<file path="config.mk">
export PLATFORM = sky130hd
export DESIGN_NAME = mc_task_sched
export DESIGN_NICKNAME = d
export VERILOG_FILES = /design/src/rtl/mc_sched_pkg.sv /design/src/rtl/mc_tick_gen.sv /design/src/rtl/mc_slot_table.sv /design/src/rtl/mc_pick_unit.sv /design/src/rtl/mc_task_sched.sv
export SDC_FILE = /design/constraint.sdc
export NUM_CORES = 2
export LEC_CHECK = 0
export BUFFER_PORTS_ARGS = -buffer_cell sky130_fd_sc_hd__buf_2
export CORE_MARGIN = 2
export CORE_UTILIZATION = 35
export CTS_CLUSTER_SIZE = 16
export DETAILED_ROUTE_END_ITERATION = 12
export PLACE_DENSITY = 0.56
export SLEW_MARGIN = 20
export SYNTH_ARGS = -nofsm -noshare
export SYNTH_HDL_FRONTEND = slang
export SYNTH_HIERARCHICAL = 1
export SYNTH_SLANG_ARGS = --single-unit
</file>
<file path="constraint.sdc">
create_clock -name clk -period 25.3 [get_ports clk]
set_input_delay 3.795 -clock clk [delete_from_list [all_inputs] [get_ports clk]]
set_output_delay 3.795 -clock clk [all_outputs]
set_load 0.02 [all_outputs]
</file>
<file path="src/rtl/mc_sched_pkg.sv">
package mc_sched_pkg;

  localparam int TS_W = 16;

  typedef enum logic [1:0] {
    CLS_NRT = 2'd0,
    CLS_SRT = 2'd1,
    CLS_HRT = 2'd2
  } crit_e;

  typedef enum logic [1:0] {
    OP_LOAD    = 2'd0,
    OP_RELEASE = 2'd1,
    OP_DONE    = 2'd2,
    OP_REMOVE  = 2'd3
  } wr_op_e;

  typedef struct packed {
    logic            loaded;
    logic            ready;
    logic            periodic;
    crit_e           cls;
    logic [TS_W-1:0] period;
    logic [TS_W-1:0] deadline;
    logic [TS_W-1:0] next_rel;
    logic [TS_W-1:0] stamp;
  } slot_t;

  // a strictly precedes b on a wrapping time line
  function automatic logic ts_before(input logic [TS_W-1:0] a, input logic [TS_W-1:0] b);
    logic signed [TS_W-1:0] diff;
    diff = a - b;
    return diff < 0;
  endfunction

  // candidate a outranks b: class first, then the class-specific key
  function automatic logic outranks(input crit_e ca, input logic [TS_W-1:0] ka,
                                    input crit_e cb, input logic [TS_W-1:0] kb);
    if (ca != cb) return ca > cb;
    case (ca)
      CLS_HRT: return ts_before(ka, kb);
      CLS_SRT: return ka < kb;
      default: return ts_before(ka, kb);
    endcase
  endfunction

  function automatic crit_e decode_cls(input logic [1:0] code);
    case (code)
      2'd1:    return CLS_SRT;
      2'd2:    return CLS_HRT;
      default: return CLS_NRT;
    endcase
  endfunction

endpackage

</file>
<file path="src/rtl/mc_tick_gen.sv">
module mc_tick_gen #(
  parameter int TS_W     = 16,
  parameter int TICK_DIV = 1
) (
  input  logic            clk,
  input  logic            rst,
  output logic [TS_W-1:0] now_o
);

  logic [TS_W-1:0] now_q;
  assign now_o = now_q;

  generate
    if (TICK_DIV <= 1) begin : g_every_cycle
      always_ff @(posedge clk) begin
        if (rst) now_q <= '0;
        else     now_q <= now_q + 1'b1;
      end
    end else begin : g_divided
      localparam int DIV_W = $clog2(TICK_DIV);
      localparam logic [DIV_W-1:0] DIV_LAST = DIV_W'(TICK_DIV - 1);
      logic [DIV_W-1:0] pre_q;
      always_ff @(posedge clk) begin
        if (rst) begin
          pre_q <= '0;
          now_q <= '0;
        end else if (pre_q == DIV_LAST) begin
          pre_q <= '0;
          now_q <= now_q + 1'b1;
        end else begin
          pre_q <= pre_q + 1'b1;
        end
      end
    end
  endgenerate

endmodule

</file>
<file path="src/rtl/mc_slot_table.sv">
module mc_slot_table
  import mc_sched_pkg::*;
#(
  parameter int N_TASKS = 8,
  parameter int IDX_W   = 3
) (
  input  logic             clk,
  input  logic             rst,
  input  logic [TS_W-1:0]  now_i,
  input  logic             wr_fire,
  input  wr_op_e           wr_op,
  input  logic [IDX_W-1:0] wr_slot,
  input  crit_e            wr_cls,
  input  logic             wr_periodic,
  input  logic [TS_W-1:0]  wr_period,
  input  logic [TS_W-1:0]  wr_time,
  output logic [N_TASKS-1:0] rdy_o,
  output crit_e            cls_o   [N_TASKS],
  output logic [TS_W-1:0]  dl_o    [N_TASKS],
  output logic [TS_W-1:0]  per_o   [N_TASKS],
  output logic [TS_W-1:0]  stamp_o [N_TASKS]
);

  slot_t ent_q [N_TASKS];
  slot_t ent_d [N_TASKS];
  logic [TS_W-1:0]    stamp_q, stamp_d;
  logic [N_TASKS-1:0] due;
  logic [N_TASKS-1:0] arrive;

  // timer-driven release of periodic slots
  always_comb begin
    for (int i = 0; i < N_TASKS; i++) begin
      due[i] = ent_q[i].loaded && ent_q[i].periodic && !ts_before(now_i, ent_q[i].next_rel);
    end
  end

  always_comb begin
    ent_d  = ent_q;
    arrive = '0;
    for (int i = 0; i < N_TASKS; i++) begin
      if (due[i]) begin
        ent_d[i].ready    = 1'b1;
        ent_d[i].deadline = ent_q[i].next_rel + ent_q[i].period;
        ent_d[i].next_rel = ent_q[i].next_rel + ent_q[i].period;
        arrive[i]         = !ent_q[i].ready;
      end
      // a command to the same slot wins over a timer release
      if (wr_fire && (wr_slot == IDX_W'(i))) begin
        case (wr_op)
          OP_LOAD: begin
            ent_d[i].loaded   = 1'b1;
            ent_d[i].ready    = 1'b0;
            ent_d[i].periodic = wr_periodic;
            ent_d[i].cls      = wr_cls;
            ent_d[i].period   = wr_period;
            ent_d[i].deadline = '0;
            ent_d[i].next_rel = wr_time;
            ent_d[i].stamp    = '0;
            arrive[i]         = 1'b0;
          end
          OP_RELEASE: begin
            if (ent_q[i].loaded) begin
              ent_d[i].ready    = 1'b1;
              ent_d[i].deadline = wr_time;
              arrive[i]         = !ent_q[i].ready;
            end
          end
          OP_DONE: begin
            ent_d[i].ready = 1'b0;
            arrive[i]      = 1'b0;
          end
          default: begin
            ent_d[i]  = '0;
            arrive[i] = 1'b0;
          end
        endcase
      end
      if (arrive[i]) ent_d[i].stamp = stamp_q;
    end
    stamp_d = stamp_q + TS_W'(|arrive);
  end

  always_ff @(posedge clk) begin
    if (rst) begin
      for (int i = 0; i < N_TASKS; i++) ent_q[i] <= '0;
      stamp_q <= '0;
    end else begin
      ent_q   <= ent_d;
      stamp_q <= stamp_d;
    end
  end

  generate
    for (genvar g = 0; g < N_TASKS; g++) begin : g_out
      assign rdy_o[g]   = ent_q[g].loaded && ent_q[g].ready;
      assign cls_o[g]   = ent_q[g].cls;
      assign dl_o[g]    = ent_q[g].deadline;
      assign per_o[g]   = ent_q[g].period;
      assign stamp_o[g] = ent_q[g].stamp;
    end
  endgenerate

endmodule

</file>
<file path="src/rtl/mc_pick_unit.sv">
module mc_pick_unit
  import mc_sched_pkg::*;
#(
  parameter int N_TASKS = 8,
  parameter int IDX_W   = 3
) (
  input  logic [N_TASKS-1:0] rdy_i,
  input  crit_e              cls_i   [N_TASKS],
  input  logic [TS_W-1:0]    dl_i    [N_TASKS],
  input  logic [TS_W-1:0]    per_i   [N_TASKS],
  input  logic [TS_W-1:0]    stamp_i [N_TASKS],
  output logic               pick_valid_o,
  output logic [IDX_W-1:0]   pick_idx_o
);

  logic [TS_W-1:0] key [N_TASKS];

  // per-slot ordering key chosen by the slot's class
  generate
    for (genvar g = 0; g < N_TASKS; g++) begin : g_key
      assign key[g] = (cls_i[g] == CLS_HRT) ? dl_i[g] :
                      (cls_i[g] == CLS_SRT) ? per_i[g] : stamp_i[g];
    end
  endgenerate

  logic            best_v;
  logic [IDX_W-1:0] best_i;
  crit_e           best_c;
  logic [TS_W-1:0] best_k;

  // ascending scan; only a strictly better slot replaces, so ties keep the lower index
  always_comb begin
    best_v = 1'b0;
    best_i = '0;
    best_c = CLS_NRT;
    best_k = '0;
    for (int i = 0; i < N_TASKS; i++) begin
      if (rdy_i[i] && (!best_v || outranks(cls_i[i], key[i], best_c, best_k))) begin
        best_v = 1'b1;
        best_i = IDX_W'(i);
        best_c = cls_i[i];
        best_k = key[i];
      end
    end
  end

  assign pick_valid_o = best_v;
  assign pick_idx_o   = best_i;

endmodule

</file>
<file path="src/rtl/mc_task_sched.sv">
module mc_task_sched
  import mc_sched_pkg::*;
#(
  parameter int N_TASKS  = 8,
  parameter int TICK_DIV = 1,
  localparam int IDX_W   = (N_TASKS > 1) ? $clog2(N_TASKS) : 1
) (
  input  logic             clk,
  input  logic             rst,
  input  logic             wr_valid,
  output logic             wr_ready,
  input  logic [1:0]       wr_op,
  input  logic [IDX_W-1:0] wr_slot,
  input  logic [1:0]       wr_cls,
  input  logic             wr_periodic,
  input  logic [15:0]      wr_period,
  input  logic [15:0]      wr_time,
  output logic             pick_valid,
  output logic [IDX_W-1:0] pick_idx,
  output logic             preempt,
  output logic [15:0]      rt_now
);

  logic [TS_W-1:0]    now;
  logic [N_TASKS-1:0] rdy_vec;
  crit_e              cls_arr   [N_TASKS];
  logic [TS_W-1:0]    dl_arr    [N_TASKS];
  logic [TS_W-1:0]    per_arr   [N_TASKS];
  logic [TS_W-1:0]    stamp_arr [N_TASKS];
  logic [N_TASKS-1:0] hrt_vec;
  logic [N_TASKS-1:0] srt_vec;
  logic               prev_v_q;
  logic [IDX_W-1:0]   prev_i_q;

  assign wr_ready = 1'b1;

  mc_tick_gen #(
    .TS_W     (TS_W),
    .TICK_DIV (TICK_DIV)
  ) u_tick (
    .clk   (clk),
    .rst   (rst),
    .now_o (now)
  );

  mc_slot_table #(
    .N_TASKS (N_TASKS),
    .IDX_W   (IDX_W)
  ) u_table (
    .clk         (clk),
    .rst         (rst),
    .now_i       (now),
    .wr_fire     (wr_valid && wr_ready),
    .wr_op       (wr_op_e'(wr_op)),
    .wr_slot     (wr_slot),
    .wr_cls      (decode_cls(wr_cls)),
    .wr_periodic (wr_periodic),
    .wr_period   (wr_period),
    .wr_time     (wr_time),
    .rdy_o       (rdy_vec),
    .cls_o       (cls_arr),
    .dl_o        (dl_arr),
    .per_o       (per_arr),
    .stamp_o     (stamp_arr)
  );

  mc_pick_unit #(
    .N_TASKS (N_TASKS),
    .IDX_W   (IDX_W)
  ) u_pick (
    .rdy_i        (rdy_vec),
    .cls_i        (cls_arr),
    .dl_i         (dl_arr),
    .per_i        (per_arr),
    .stamp_i      (stamp_arr),
    .pick_valid_o (pick_valid),
    .pick_idx_o   (pick_idx)
  );

  // class masks, consumed by the bound checker
  always_comb begin
    for (int i = 0; i < N_TASKS; i++) begin
      hrt_vec[i] = (cls_arr[i] == CLS_HRT);
      srt_vec[i] = (cls_arr[i] == CLS_SRT);
    end
  end

  always_ff @(posedge clk) begin
    if (rst) begin
      prev_v_q <= 1'b0;
      prev_i_q <= '0;
    end else begin
      prev_v_q <= pick_valid;
      prev_i_q <= pick_idx;
    end
  end

  assign preempt = pick_valid && prev_v_q && (pick_idx != prev_i_q);
  assign rt_now  = now;

endmodule

</file>
==> summary.md <==
| Metric | Value |
|---|---|
| Crit share post-route | 96.35% |
| Ys Warns | 6 |
| Power, Total | 2.213 mW |
| Clock root buffer | clkbuf_16 |
| Maximum VDD drop | 0.03483 mV |
| Worst-path fanout max | 36 |
| Layout area overhead | 3.825% |
| Max incr delay on CP | 0.74 ns |
| Final setup viols | 0 |
| DRT Pass-1 Iters | 6 |
| Async SR Flop Fraction | 0% |
| Critical path startpoint | u_table/cls_o[14]$_SDFFE_PP0P_ |
| Final Hold Fails | 0 |
| Crit path to | preempt |
| CTS H-Tree Depth | 3 |
| Average cell area after synthesis | 7.838 um^2 |
| Vias | 40230 |
| Gate Count Post-Synth | 5576 |
| CTS max path bufs | 3 |
| CORE AREA | 123800 um^2 |
| Final net count | 5504 |
| Setup TNS | 0 ns |
| R2r worst-path depth | 90 |
| Max-slew headroom | 12.20% |
| Syn Nets | 5985 |
| Die X-Extent | 357.4 um |
| Crit path arrival time | 20.58 ns |
| Hold Slack | 0.4707 ns |
| CTS tree | yes |
| Wire per inst | 28.00 um |
| All-Layer GR Usage | 28.67% |
| Avg Vias per Cell | 5.918 |
| Area contributors post-synth | dfxtp_1 (27%), ha_1 (10%), a21oi_1 (7.7%) |
| WP data required | 21.50 ns |
| PortBufs | 63 |
| EDFF count, synth | 0 |
| Routed Antenna Nets | 0 |
| R2r setup slk | 5.59 ns |
| DP Area | 42670 um^2 |
| Netlist cell types | 108 |
| Gr ovfl total | 0 |
| Crit Reg-Reg Endpoint | prev_i_q[1]$_SDFF_PP0_ |
| Post-synth top area share | 26.94% |
| Vias in the first global route | 35770 |
| Netlist Area Pre-Place | 43700 um^2 |
| Worst r2r src | u_table/cls_o[14]$_SDFFE_PP0P_ |
| P_leak | 18.03 nW |
| Largest net degree at the start of global routing | 74 |
| Row cnt | 129 |
| HP Class | reg -> reg |
| Synth Register Bits | 588 |
| Initial antenna violation count | 18 |
| Number of buffers created by CTS | 73 |
| Startpoint types | flip-flop |
| Sequential-to-total area share from yosys stat | 26.94% |
| DRT iter0 DRCs | 5024 |
| Clock Latency Late Sink | 0.65 ns |
| Pwr dens | 48.77 nW/um^2 |
| Crit path top cell by count | a21oi_1 |
| Crit path kind | reg -> out |
| Pin slew with the least headroom to its limit | 1.317 ns |
| Detailed placement HPWL | 132.0 mm |
| Hold-fix buffers, CTS | 0 |
| Initial Util | 35.30% |
| Hold path start | u_table/ent_q[480]$_SDFFE_PP0P_ |
| I/O pins | 65 |
| Slowest cell on crit path | o21ai_0 |
| Crit path capture type | output pin |
| Post-route cell area | 45370 um^2 |
| Total die area | 127700 um^2 |
| Synth area leader | dfxtp_1 |
| Worst-path clk slew | 0.06 ns |
| Top FF cell, synth | dfxtp_1 |
| Sink Count | 588 |
| Commonest non-fill, non-tap cell in the layout | a21oi_1 |
| Most frequent cells in the layout | a21oi_1 (672), nand2_1 (618), dfxtp_1 (574) |
| Max Freq | 0.04102 GHz |
| Final Wtd Congestion | 0.9752 |
| Final core occ | 36.65% |
| Max-cap check violation count | 0 |
| Status | completed |
| Max-slew violation count | 0 |
| DR DRC count | 0 |
| Final wirelength | 190.3 mm |
| Fraction of layout cells with a size suffix above 1 | 8.346% |
| Filler Cell Count | 12810 |
| Die height | 357.4 um |
| Skew final | 0.03389 ns |
| First-pass GRT wire length | 264.0 mm |
| Tmin final | 24.38 ns |
[flip-flops by register name (all words and copies together), names as in the netlist]
name and count:
prev_v_q 1, u_table/dl_o 128, u_table/per_o 128, prev_i_q 3, u_table/ent_q 152, u_table/stamp_o 128
u_tick/now_o 16, u_table/stamp_q 16, u_table/cls_o 16
[through the flow]
step                instances  setup slack (ns)
global placement         6651            0.3735
floorplan                5576             1.940
CTS                      6783           0.07769
detailed placement       6651            0.2944
global route             6789          -0.06796
finish                   6797            0.9238
[cells in the mapped netlist, drive strengths merged (32+ instances only)]
cell and n:
mux2i 284, a31oi 36, dfxtp 588, o211ai 40
inv 225, nand2 621, ha 358, xnor2 80
nand4 32, a21oi 677, nor2b 154, clkbuf 246
xor2 72, or3 33, and2 71, nor2 278
a211oi 152, o21a 34, nand3 147, buf 497
o22ai 216, nand3b 36, a21o 117, o21ai 192
nor3 46, nand2b 63
[cells by family after synthesis]
logic type      Yosys count  share of synthesized area [%]
xor+xnor                154                          3.166
buf+inv                 969                          12.13
fa+ha+maj               366                          10.62
flops                   588                          26.94
other cells               1                       0.008581
mux                     314                          7.312
compound gates         1631                          22.92
simple gates           1553                          16.91
[worst min path at each step]
stage | end | slack (ns) | cells past startpoint
finish | u_table/ent_q[480]$_SDFFE_PP0P_ | 0.47 | 2
global route | u_table/ent_q[549]$_SDFFE_PP0P_ | 0.49 | 2
CTS | u_table/ent_q[480]$_SDFFE_PP0P_ | 0.47 | 2
detailed placement | u_table/ent_q[480]$_SDFFE_PP0P_ | 0.46 | 2
global placement | u_table/ent_q[480]$_SDFFE_PP0P_ | 0.44 | 2
floorplan | u_table/ent_q[480]$_SDFFE_PP0P_ | 0.43 | 2
[where the power goes]
group,internal [mW],switching (mW),leakage (nW)
clock network,0.670,0.461,1.24
registers,0.928,0.00418,4.74
logic,0.0330,0.116,12.0
total,1.63,0.582,18.0
[layout make-up]
type | count | area (um^2) | share of cell area, %
flip-flops and latches | 588 | 11800 | 26.00
well taps | 1637 | 2048 | 4.514
clock inverters | 26 | 374.1 | 0.8245
multi-input cells | 4020 | 26830 | 59.14
inverters | 226 | 848.3 | 1.870
clock buffers | 106 | 2163 | 4.768
diodes | 8 | 20.02 | 0.04412
repair buffers | 186 | 1290 | 2.843
[routing by layer]
| layer | GRT usage, % | vias up | part of all wire, % | wire length (um) |
|---|---|---|---|---|
| li1 | - | 18470 | - | - |
| met1 | 38.85 | 19280 | 42 | 79610 |
| met2 | 41.28 | 2050 | 41 | 77540 |
| met3 | 7.000 | 411 | 11 | 20710 |
| met4 | 16.21 | 10 | 6.5 | 12420 |
| met5 | 0 | - | 0.037 | 71 |
[what timing repair did]
action | CTS | global route
endpoints found under the hold margin | 0 | 0
resized for setup | 5 | 28
cloned | 0 | 1
setup buffers | 0 | 5
endpoints found under the setup margin | 4 | 4
pin swaps | 0 | 2
[worst max-delay path, delay by kind of cell (launching register included)]
kind | cells | cell delay (ns)
flops | 1 | 0.45
fa+ha+maj | 7 | 2.31
mux | 6 | 2.04
buf+inv | 9 | 1.54
xor+xnor | 2 | 0.25
compound gates | 46 | 9.71
simple gates | 22 | 3.55
Note: power is estimated with default switching activity, not from simulation.
